==> config.mk <==
export PLATFORM = sky130hd
export DESIGN_NAME = tlb_cache
export DESIGN_NICKNAME = d
export VERILOG_FILES = /design/src/rtl/tlb_pkg.sv /design/src/rtl/tlb_store.sv /design/src/rtl/tlb_lru.sv /design/src/rtl/tlb_cache.sv
export SDC_FILE = /design/constraint.sdc
export NUM_CORES = 1
export LEC_CHECK = 0
export ABC_AREA = 1
export ABC_CLOCK_PERIOD_IN_PS = 3650
export BUFFER_PORTS_ARGS = -buffer_cell sky130_fd_sc_hd__clkbuf_2
export CAP_MARGIN = 0
export CORE_MARGIN = 5
export CORE_UTILIZATION = 37
export CTS_CLUSTER_DIAMETER = 30
export DETAILED_ROUTE_END_ITERATION = 8
export PLACE_DENSITY = 0.53
export SYNTH_ARGS = -nofsm -noshare
export SYNTH_HDL_FRONTEND = slang
export SYNTH_SLANG_ARGS = --single-unit
==> constraint.sdc <==
create_clock -name clk -period 3.65 [get_ports clk]
set_input_delay 0.1825 -clock clk [delete_from_list [all_inputs] [get_ports clk]]
set_output_delay 0.1825 -clock clk [all_outputs]
set_load 0.03 [all_outputs]
==> src/rtl/tlb_pkg.sv <==
package tlb_pkg;

    localparam int unsigned TLB_ENTRIES_DEF = 8;
    localparam int unsigned TLB_VPN_W_DEF   = 20;
    localparam int unsigned TLB_PPN_W_DEF   = 18;

    // what a refill does to the array in the cycle it is offered
    typedef enum logic [1:0] {
        FILL_IDLE   = 2'd0,
        FILL_FAULT  = 2'd1,
        FILL_UPDATE = 2'd2,
        FILL_ALLOC  = 2'd3
    } fill_act_e;

    function automatic fill_act_e classify_fill(
        input logic valid,
        input logic present,
        input logic flush,
        input logic already_cached
    );
        if (!valid)
            return FILL_IDLE;
        else if (!present)
            return FILL_FAULT;
        else if (flush)
            return FILL_IDLE;
        else if (already_cached)
            return FILL_UPDATE;
        else
            return FILL_ALLOC;
    endfunction

endpackage

==> src/rtl/tlb_store.sv <==
module tlb_store #(
    parameter int unsigned N    = 8,
    parameter int unsigned VW   = 20,
    parameter int unsigned PW   = 18,
    localparam int unsigned IW  = (N > 1) ? $clog2(N) : 1
) (
    input  logic          clk,
    input  logic          rst,
    input  logic          flush,
    input  logic [VW-1:0] lkp_vpn,
    input  logic [VW-1:0] fill_vpn,
    input  logic          wr_en,
    input  logic [IW-1:0] wr_idx,
    input  logic [PW-1:0] wr_ppn,
    input  logic          wr_dirty,
    input  logic          mark_en,
    input  logic [IW-1:0] mark_idx,
    output logic [N-1:0]  lkp_match,
    output logic [N-1:0]  fill_match,
    output logic [N-1:0]  valid_vec,
    output logic [PW-1:0] rd_ppn,
    output logic          rd_dirty
);

    logic [VW-1:0] vpn_q   [N];
    logic [PW-1:0] ppn_q   [N];
    logic [N-1:0]  dirty_q;
    logic [N-1:0]  valid_q;
    logic [PW-1:0] ppn_masked [N];

    assign valid_vec = valid_q;

    for (genvar g = 0; g < N; g++) begin : g_entry
        localparam logic [IW-1:0] MY_IDX = IW'(g);

        assign lkp_match[g]  = valid_q[g] && (vpn_q[g] == lkp_vpn);
        assign fill_match[g] = valid_q[g] && (vpn_q[g] == fill_vpn);
        assign ppn_masked[g] = lkp_match[g] ? ppn_q[g] : '0;

        always_ff @(posedge clk) begin
            if (rst) begin
                valid_q[g] <= 1'b0;
                dirty_q[g] <= 1'b0;
                vpn_q[g]   <= '0;
                ppn_q[g]   <= '0;
            end else if (flush) begin
                valid_q[g] <= 1'b0;
            end else if (wr_en && wr_idx == MY_IDX) begin
                valid_q[g] <= 1'b1;
                vpn_q[g]   <= fill_vpn;
                ppn_q[g]   <= wr_ppn;
                dirty_q[g] <= wr_dirty;
            end else if (mark_en && mark_idx == MY_IDX) begin
                dirty_q[g] <= 1'b1;
            end
        end
    end

    always_comb begin
        rd_ppn = '0;
        for (int i = 0; i < N; i++)
            rd_ppn = rd_ppn | ppn_masked[i];
    end

    assign rd_dirty = |(lkp_match & dirty_q);

endmodule

==> src/rtl/tlb_lru.sv <==
module tlb_lru #(
    parameter int unsigned N   = 8,
    localparam int unsigned IW = (N > 1) ? $clog2(N) : 1
) (
    input  logic          clk,
    input  logic          rst,
    input  logic          touch_en,
    input  logic [IW-1:0] touch_idx,
    input  logic [N-1:0]  valid_vec,
    output logic [IW-1:0] victim_idx
);

    logic [IW-1:0] age_q [N];
    logic [IW-1:0] touched_age;

    always_comb begin
        touched_age = '0;
        for (int i = 0; i < N; i++)
            if (touch_idx == IW'(i))
                touched_age = age_q[i];
    end

    // ages always form a permutation of 0..N-1; 0 is most recent
    for (genvar g = 0; g < N; g++) begin : g_age
        always_ff @(posedge clk) begin
            if (rst)
                age_q[g] <= IW'(g);
            else if (touch_en) begin
                if (touch_idx == IW'(g))
                    age_q[g] <= '0;
                else if (age_q[g] < touched_age)
                    age_q[g] <= age_q[g] + 1'b1;
            end
        end
    end

    always_comb begin
        logic found_free;
        found_free = 1'b0;
        victim_idx = '0;
        for (int i = 0; i < N; i++)
            if (age_q[i] == IW'(N - 1))
                victim_idx = IW'(i);
        for (int i = 0; i < N; i++)
            if (!found_free && !valid_vec[i]) begin
                found_free = 1'b1;
                victim_idx = IW'(i);
            end
    end

endmodule

==> src/rtl/tlb_cache.sv <==
module tlb_cache
    import tlb_pkg::*;
#(
    parameter int unsigned N     = TLB_ENTRIES_DEF,
    parameter int unsigned VPN_W = TLB_VPN_W_DEF,
    parameter int unsigned PPN_W = TLB_PPN_W_DEF,
    localparam int unsigned IW   = (N > 1) ? $clog2(N) : 1
) (
    input  logic             clk,
    input  logic             rst,
    input  logic             lkp_valid,
    input  logic             lkp_write,
    input  logic [VPN_W-1:0] lkp_vpn,
    output logic             hit,
    output logic             miss,
    output logic [PPN_W-1:0] hit_ppn,
    output logic             hit_dirty,
    output logic             dirty_wb,
    output logic [VPN_W-1:0] dirty_wb_vpn,
    input  logic             fill_valid,
    input  logic             fill_present,
    input  logic [VPN_W-1:0] fill_vpn,
    input  logic [PPN_W-1:0] fill_ppn,
    input  logic             fill_dirty,
    output logic             fault,
    input  logic             flush
);

    logic [N-1:0]  lkp_match;
    logic [N-1:0]  fill_match;
    logic [N-1:0]  valid_vec;
    logic [PPN_W-1:0] rd_ppn;
    logic          rd_dirty;
    logic [IW-1:0] hit_idx;
    logic [IW-1:0] dup_idx;
    logic [IW-1:0] victim_idx;
    logic [IW-1:0] wr_idx;
    logic          wr_en;
    logic          mark_en;
    logic          touch_en;
    logic [IW-1:0] touch_idx;
    fill_act_e     fill_act;

    always_comb begin
        hit_idx = '0;
        dup_idx = '0;
        for (int i = 0; i < N; i++) begin
            if (lkp_match[i])  hit_idx = IW'(i);
            if (fill_match[i]) dup_idx = IW'(i);
        end
    end

    assign hit       = lkp_valid && !flush && (|lkp_match);
    assign miss      = lkp_valid && !hit;
    assign hit_ppn   = hit ? rd_ppn : '0;
    assign hit_dirty = hit && rd_dirty;

    assign dirty_wb     = hit && lkp_write && !rd_dirty;
    assign dirty_wb_vpn = dirty_wb ? lkp_vpn : '0;

    assign fill_act = classify_fill(fill_valid, fill_present, flush, |fill_match);
    assign fault    = (fill_act == FILL_FAULT);
    assign wr_en    = (fill_act == FILL_UPDATE) || (fill_act == FILL_ALLOC);
    assign wr_idx   = (fill_act == FILL_UPDATE) ? dup_idx : victim_idx;
    assign mark_en  = dirty_wb;

    // a refill takes precedence over a hit for the recency update
    assign touch_en  = wr_en || hit;
    assign touch_idx = wr_en ? wr_idx : hit_idx;

    tlb_store #(.N(N), .VW(VPN_W), .PW(PPN_W)) store_i (
        .clk        (clk),
        .rst        (rst),
        .flush      (flush),
        .lkp_vpn    (lkp_vpn),
        .fill_vpn   (fill_vpn),
        .wr_en      (wr_en),
        .wr_idx     (wr_idx),
        .wr_ppn     (fill_ppn),
        .wr_dirty   (fill_dirty),
        .mark_en    (mark_en),
        .mark_idx   (hit_idx),
        .lkp_match  (lkp_match),
        .fill_match (fill_match),
        .valid_vec  (valid_vec),
        .rd_ppn     (rd_ppn),
        .rd_dirty   (rd_dirty)
    );

    tlb_lru #(.N(N)) lru_i (
        .clk        (clk),
        .rst        (rst),
        .touch_en   (touch_en),
        .touch_idx  (touch_idx),
        .valid_vec  (valid_vec),
        .victim_idx (victim_idx)
    );

endmodule

==> out/metrics.yaml, run 1 <==
logic_synthesis:
  synth_edf_count: 328
  avgSynthCellArea_um2: 8.20
  synth-main-ff-cell: "edfxtp_1"
  yosys_warnings: 0
  syn_nets: 2543
  ys_seq_elements: 344
  synth_sequential_area_ratio_pct: 50.5
  ys_types: 52
  synthArstFlopShare_pct: 0
  synthesis.area_um2: 20100
  synthCells: 2454
timing:
  finClkSkew_ns: 0.0307
  final.setup.tns_ns: -14.76
  slew_violations: 0
  relSlewSlack_pct: 66.4
  timing.fmax_mhz: 254
  fin_ws_ns: -0.279
  rsz0062_at_grt: "yes"
  worstMarginPinSlew_ns: 0.504
  period_needed_ns: 3.93
  period_share_pct: 108
  finalHoldViolCount: 0
  finalSetupViolations: 68
global_route:
  grt_usage_pct: 30.4
  grt-ovfl-total: 0
  grt_busiest_layer: "met2"
  grt_pass1_vias: 19900
  grtUsageMet3_pct: 5.64
  grt_pass1_wl_mm: 133
  antenna_found_initial: 0
  grtUsageMet1_pct: 41.5
  grt_util_met2_pct: 48.0
  grt_max_degree: 39
final_layout:
  final_util_pct: 55.9
  syn_to_final_growth_pct: 49.4
  final_common_cell: "nor2_1"
  final_cell_mix: "482 x nor2_1, 477 x nand2_1, 470 x buf_4"
  nets: 3202
  drive_gt1_share_pct: 33.2
floorplanning:
  start_util_pct: 37.4
  dieArea_um2: 59200
  rows: 85
  core_um2: 53800
  die_h_um: 243
  boundaryPins: 109
  fp.dieW_um: 243
worst_setup_path:
  crit_type: "flip-flop to flip-flop"
  cp-start-kind: "flip-flop"
  worstReg2RegStart: "store_i.vpn_q[1][73]"
  startpoint: "store_i.vpn_q[1][73]"
  cp-end-kind: "flip-flop"
  r2r_end: "lru_i.age_q[1][7]"
  reg2reg_depth: 26
  crit_arrival_ns: 4.27
  worstSetupEndpoint: "lru_i.age_q[1][7]"
  cp_max_fo: 5
  required_ns: 3.99
  r2r_slack_ns: -0.28
run_status:
  violations: "setup timing"
  status: "complete, but fails checks"
place:
  routabilityCongestion: 1.01
  port_buffers: 108
  dp_hpwl_mm: 67.8
detailed_routing:
  wl_per_cell_um: 24.0
  finalWirelength_mm: 93.1
  vias_per_cell: 5.25
  vias: 20400
  drt_iter0_markers: 1890
  ant_nets: 0
  drc: 0
  firstDrtPassIters: 6
pwr:
  p_leak_nw: 13.4
  vdd_ir_drop_max_v: 0.000499
  power.density_nw_per_um2: 471
job:
  maxCapViolCount: 0
clock_network:
  clk_pin_slew_ns: 0.04
  cts.sinks: 344
  cts_tree: "built"
  cts_buffers: 91
  root_buffer: "clkbuf_16"
  clk_path_buf_depth: 3
  htree_levels: 3
  insertion_delay_ns: 0.64
hold_path:
  min_path_type: "input port to flip-flop"
[state kept, by name, indices dropped and copies added (netlist names)]
register,cells
store_i.vpn_q,160
store_i.ppn_q,144
store_i.dirty_q,8
lru_i.age_q,24
store_i.valid_vec,8
[power breakdown]
group	switching, mW	total, mW	internal (mW)
clock network	2.61	8.09	5.48
registers	0.0942	4.57	4.47
logic	0.908	1.52	0.608
[cells in the mapped netlist, types with 19 or more instances]
library cell,count,area [um2]
buf_2,24,120
xor2_1,19,166
clkbuf_1,43,161
buf_6,26,293
nor2_1,530,1990
edfxtp_1,328,9850
xnor2_1,47,412
o21ai_1,22,110
inv_1,341,1280
o21ai_0,78,390
nand2_1,504,1890
nor4_1,27,169
inv_2,26,97.6
a21oi_1,29,145
nand2_2,19,119
ha_1,23,288
nand4_1,24,150
o22ai_1,118,738
nand3_1,77,385
[worst max-delay path: stages, from the launching register on]
cell and delay, ns:
edfxtp_1 0.45, xnor2_1 0.31, nand3_1 0.24, nor2_1 0.18, nand3_2 0.13, nand2_4 0.10
inv_4 0.04, buf_4 0.12, nand4_1 0.17, nand3_4 0.11, nand2_4 0.10, inv_6 0.05
buf_6 0.12, buf_4 0.13, nor2_4 0.12, inv_2 0.05, nand3_1 0.07, o211ai_1 0.08
nand4_1 0.09, o21ai_2 0.09, buf_6 0.16, ha_4 0.26, inv_2 0.03, a21oi_2 0.10
nand2_2 0.08, nand2_2 0.09, nand3b_1 0.16
[worst min-delay path by stage]
stage,from,to,slack [ns],depth (start not counted)
5_1_grt,fill_vpn[19],store_i.vpn_q[0][79],0.05,3
3_3_place_gp,store_i.dirty_q[7],store_i.dirty_q[7],0.46,2
6_report,fill_vpn[19],store_i.vpn_q[0][79],0.04,3
3_5_place_dp,store_i.dirty_q[1],store_i.dirty_q[1],0.46,2
4_1_cts,fill_vpn[19],store_i.vpn_q[0][79],0.004,3
2_1_floorplan,rst,store_i.dirty_q[0],0.26,1
[repair_timing]
item                       in CTS  in global routing
gates resized for setup       181                111
cloned                          0                  3
setup endpoints to repair      92                 74
buffers inserted               22                 17
hold buffers                   21                  0
hold endpoints to repair      144                  0
pin swaps                      53                 53
[layout make-up]
class,count,area (um2)
Tap cell,696,871
Clock buffer,100,2340
Clock inverter,69,800
Antenna cell,1,2.50
Multi-Input combinational cell,1614,8590
Fill cell,4966,23700
Timing Repair Buffer,679,5810
Inverter,383,1490
Sequential cell,344,10200
[stage by stage]
| step | hold WS (ns) | cell area, um2 | worst slack, ns | total power, mW | std cells |
|---|---|---|---|---|---|
| CTS | 0.00433 | 29500 | -0.199 | 14.2 | 3866 |
| finish | 0.0423 | 30100 | -0.279 | 14.2 | 3886 |
| global route | 0.0539 | 30100 | -0.504 | 14.6 | 3885 |
| floorplan | 0.261 | 20100 | 0.0416 | 5.21 | 2454 |
| global placement | 0.462 | 25300 | -0.496 | 6.01 | 3655 |
| detailed placement | 0.461 | 25300 | -0.519 | 6.01 | 3655 |
[layer usage]
| layer | part of all wire, % | vias to the layer above |
|---|---|---|
| met3 | 8.5 | 178 |
| met2 | 45 | 1036 |
| met1 | 42 | 9837 |
| met4 | 4.2 | 0 |
| li1 | - | 9340 |
| met5 | 0 | - |
[logic make-up (layout without fill, tap and decap cells)]
group	Yosys count	count (layout)	share of synthesized area, %
compound gates	293	293	8.76
simple gates	1232	1232	25.6
other cells	0	1	0
xor+xnor	66	66	2.87
fa+ha+maj	23	23	1.43
buf+inv	496	1231	10.8
flops	344	344	50.5
Note: power is estimated with default switching activity, not from simulation.
==> run 2: changes to the inputs <==
--- a/config.mk
+++ b/config.mk
@@ -14,6 +14,7 @@
 export CTS_CLUSTER_DIAMETER = 30
 export DETAILED_ROUTE_END_ITERATION = 8
 export PLACE_DENSITY = 0.53
+export REMOVE_ABC_BUFFERS = 1
 export SYNTH_ARGS = -nofsm -noshare
 export SYNTH_HDL_FRONTEND = slang
 export SYNTH_SLANG_ARGS = --single-unit
==> out/metrics.yaml, run 2 (synthesis gave the netlist of run 1 again) <==
run_status:
  status: "complete, but fails checks"
  violations: "setup timing"
timing:
  final.setup.tns_ns: -15.18  # -0.418 ns
  finClkSkew_ns: 0.0283  # -0.00245 ns
  finalHoldViolCount: 0  # unchanged
  relSlewSlack_pct: 64.8  # -1.6 points
  timing.fmax_mhz: 252  # -0.85%
  rsz0062_at_grt: "yes"
  fin_ws_ns: -0.313  # -0.0337 ns
  slew_violations: 0  # unchanged
  finalSetupViolations: 68  # unchanged
  worstMarginPinSlew_ns: 0.522  # +0.0184 ns
  period_share_pct: 109  # +0.92 points
  whs_ns: 0.0639  # +0.0216 ns
  period_needed_ns: 3.96  # +0.0337 ns
detailed_routing:
  drt_iter0_markers: 1885  # -0.26%
  wl_per_cell_um: 22.9  # -4.3%
  vias: 20000  # -1.9%
  top_layer: "met4"
  firstDrtPassIters: 8  # +2
  drc: 0  # unchanged
  wl_met2_mm: 42.1  # +0.12%
  wl_met3_mm: 5.77  # -27%
  wl_met1_mm: 37.6  # -4.0%
  ant_nets: 0  # unchanged
  finalWirelength_mm: 88.9  # -4.6%
  vias_per_cell: 5.16  # -1.7%
worst_setup_path:
  cp-end-kind: "flip-flop"
  crit_type: "flip-flop to flip-flop"
  reg2reg_depth: 30  # +15%
  required_ns: 3.96  # -0.03 ns
  crit_arrival_ns: 4.27  # about the same
  cp_max_fo: 4  # -1
  worstReg2RegStart: "store_i.vpn_q[1][4]"
  r2r_slack_ns: -0.31  # -0.03 ns
  r2r_end: "lru_i.age_q[0][5]"
  startpoint: "store_i.vpn_q[1][4]"
  cp-start-kind: "flip-flop"
  crit_top_cell: "buf_4"
  cp_slowest_stage_delay_ns: 0.45  # about the same
  worstSetupEndpoint: "lru_i.age_q[0][5]"
  crit_path_top_delay_cell: "edfxtp_1"
global_route:
  grt_usage_pct: 29.0  # -1.4 points
  grt_pass1_wl_mm: 128  # -3.0%
  antenna_found_initial: 0  # unchanged
  grt_pass1_vias: 20100  # +0.91%
  grt_max_degree: 39  # unchanged
  grt-ovfl-total: 0  # unchanged
pwr:
  power.density_nw_per_um2: 471  # about the same
  vdd_ir_drop_max_v: 0.000400  # -20%
  p_total_mw: 14.0  # -1.1%
  p_leak_nw: 13.3  # -0.47%
floorplanning:
  boundaryPins: 109  # unchanged
  fp.dieW_um: 243  # unchanged
  dieArea_um2: 59200  # unchanged
  die_h_um: 243  # unchanged
  start_util_pct: 37.4  # unchanged
  core_um2: 53800  # unchanged
  rows: 85  # unchanged
place:
  dp_hpwl_mm: 65.7  # -3.1%
  port_buffers: 108  # unchanged
  routabilityCongestion: 1.00  # -0.69%
  placed_cells: 3645  # -0.27%
final_layout:
  final_common_cell: "nor2_1"
  largest_register_ffs: 160  # unchanged
  stdcell_count: 3876  # -0.26%
  drive_gt1_share_pct: 32.1  # -1.1 points
  nets: 3194  # -0.25%
  final_cell_mix: "493 x nor2_1, 475 x buf_4, 472 x nand2_1"
  reg_top3: "store_i.vpn_q (160), store_i.ppn_q (144), lru_i.age_q (24)"
  top_register: "store_i.vpn_q"
  syn_to_final_growth_pct: 47.9
clock_network:
  clk_path_buf_depth: 3  # unchanged
  cts_buffers: 91  # unchanged
  insertion_delay_ns: 0.62  # -0.02 ns
  clk_pin_slew_ns: 0.04  # about the same
  cts_tree: "built"
  htree_levels: 3  # unchanged
  root_buffer: "clkbuf_16"
  cts.sinks: 344  # unchanged
hold_path:
  min_path_type: "input port to flip-flop"
job:
  maxCapViolCount: 0  # unchanged
==> run 2: how the worst min path moves through the flow <==
stage,start,to,slack (ns),cells after the start
finish,fill_vpn[2],store_i.vpn_q[1][22],0.06,3
global route,fill_vpn[2],store_i.vpn_q[1][22],0.06,3
CTS,fill_vpn[2],store_i.vpn_q[1][22],0.02,3
detailed placement,store_i.dirty_q[1],store_i.dirty_q[1],0.46,2
global placement,store_i.dirty_q[1],store_i.dirty_q[1],0.46,2
floorplan,rst,store_i.dirty_q[0],0.26,1
==> run 2: through the flow <==
step | util, % | instance area [um2] | setup WS (ns)
after detailed placement | 46.7 | 25100 | -0.683
after global placement | 46.7 | 25100 | -0.617
after floorplan | - | 19400 | -0.646
final | 55.3 | 29800 | -0.313
after CTS | 54.4 | 29300 | -0.268
after global routing | 55.3 | 29800 | -0.493
==> run 2: layer usage <==
layer	vias to the layer above	GRT usage, %
met5	-	0
met4	0	11.3
met3	179	4.47
met2	818	48.4
met1	9679	38.2
li1	9323	-
==> run 2: worst max-delay path: cells and delay by family (launching register included) <==
kind / cells / cell delay [ns]
flip-flops: 1 / 0.45
buffers and inverters: 12 / 1.44
AND/OR/NAND/NOR: 18 / 1.77
==> run 2: power by group <==
group / internal (mW) / leakage (nW) / switching (mW) / total, mW
combinational: 0.588 / 8.37 / 0.873 / 1.46
clock: 5.48 / 1.49 / 2.52 / 8.00
sequential: 4.47 / 3.49 / 0.0891 / 4.56
total: 10.5 / 13.3 / 3.48 / 14.0
==> run 2: what timing repair did <==
action                                 4_1_cts  5_1_grt
hold buffers                                22        0
resized for setup                          153      114
pin swaps                                   30       43
buffers inserted                            32       10
setup endpoints to repair                   94       88
endpoints found under the hold margin      142        0
gates cloned                                 1        1
==> run 2: final cells by class <==
class / instances / area (um2)
fillers: 5010 / 24000
flip-flops and latches: 344 / 10200
multi-input cells: 1614 / 8500
repair buffers: 671 / 5650
clock buffers: 106 / 2380
inverters: 383 / 1490
well taps: 696 / 871
clock inverters: 61 / 713
diodes: 1 / 2.50
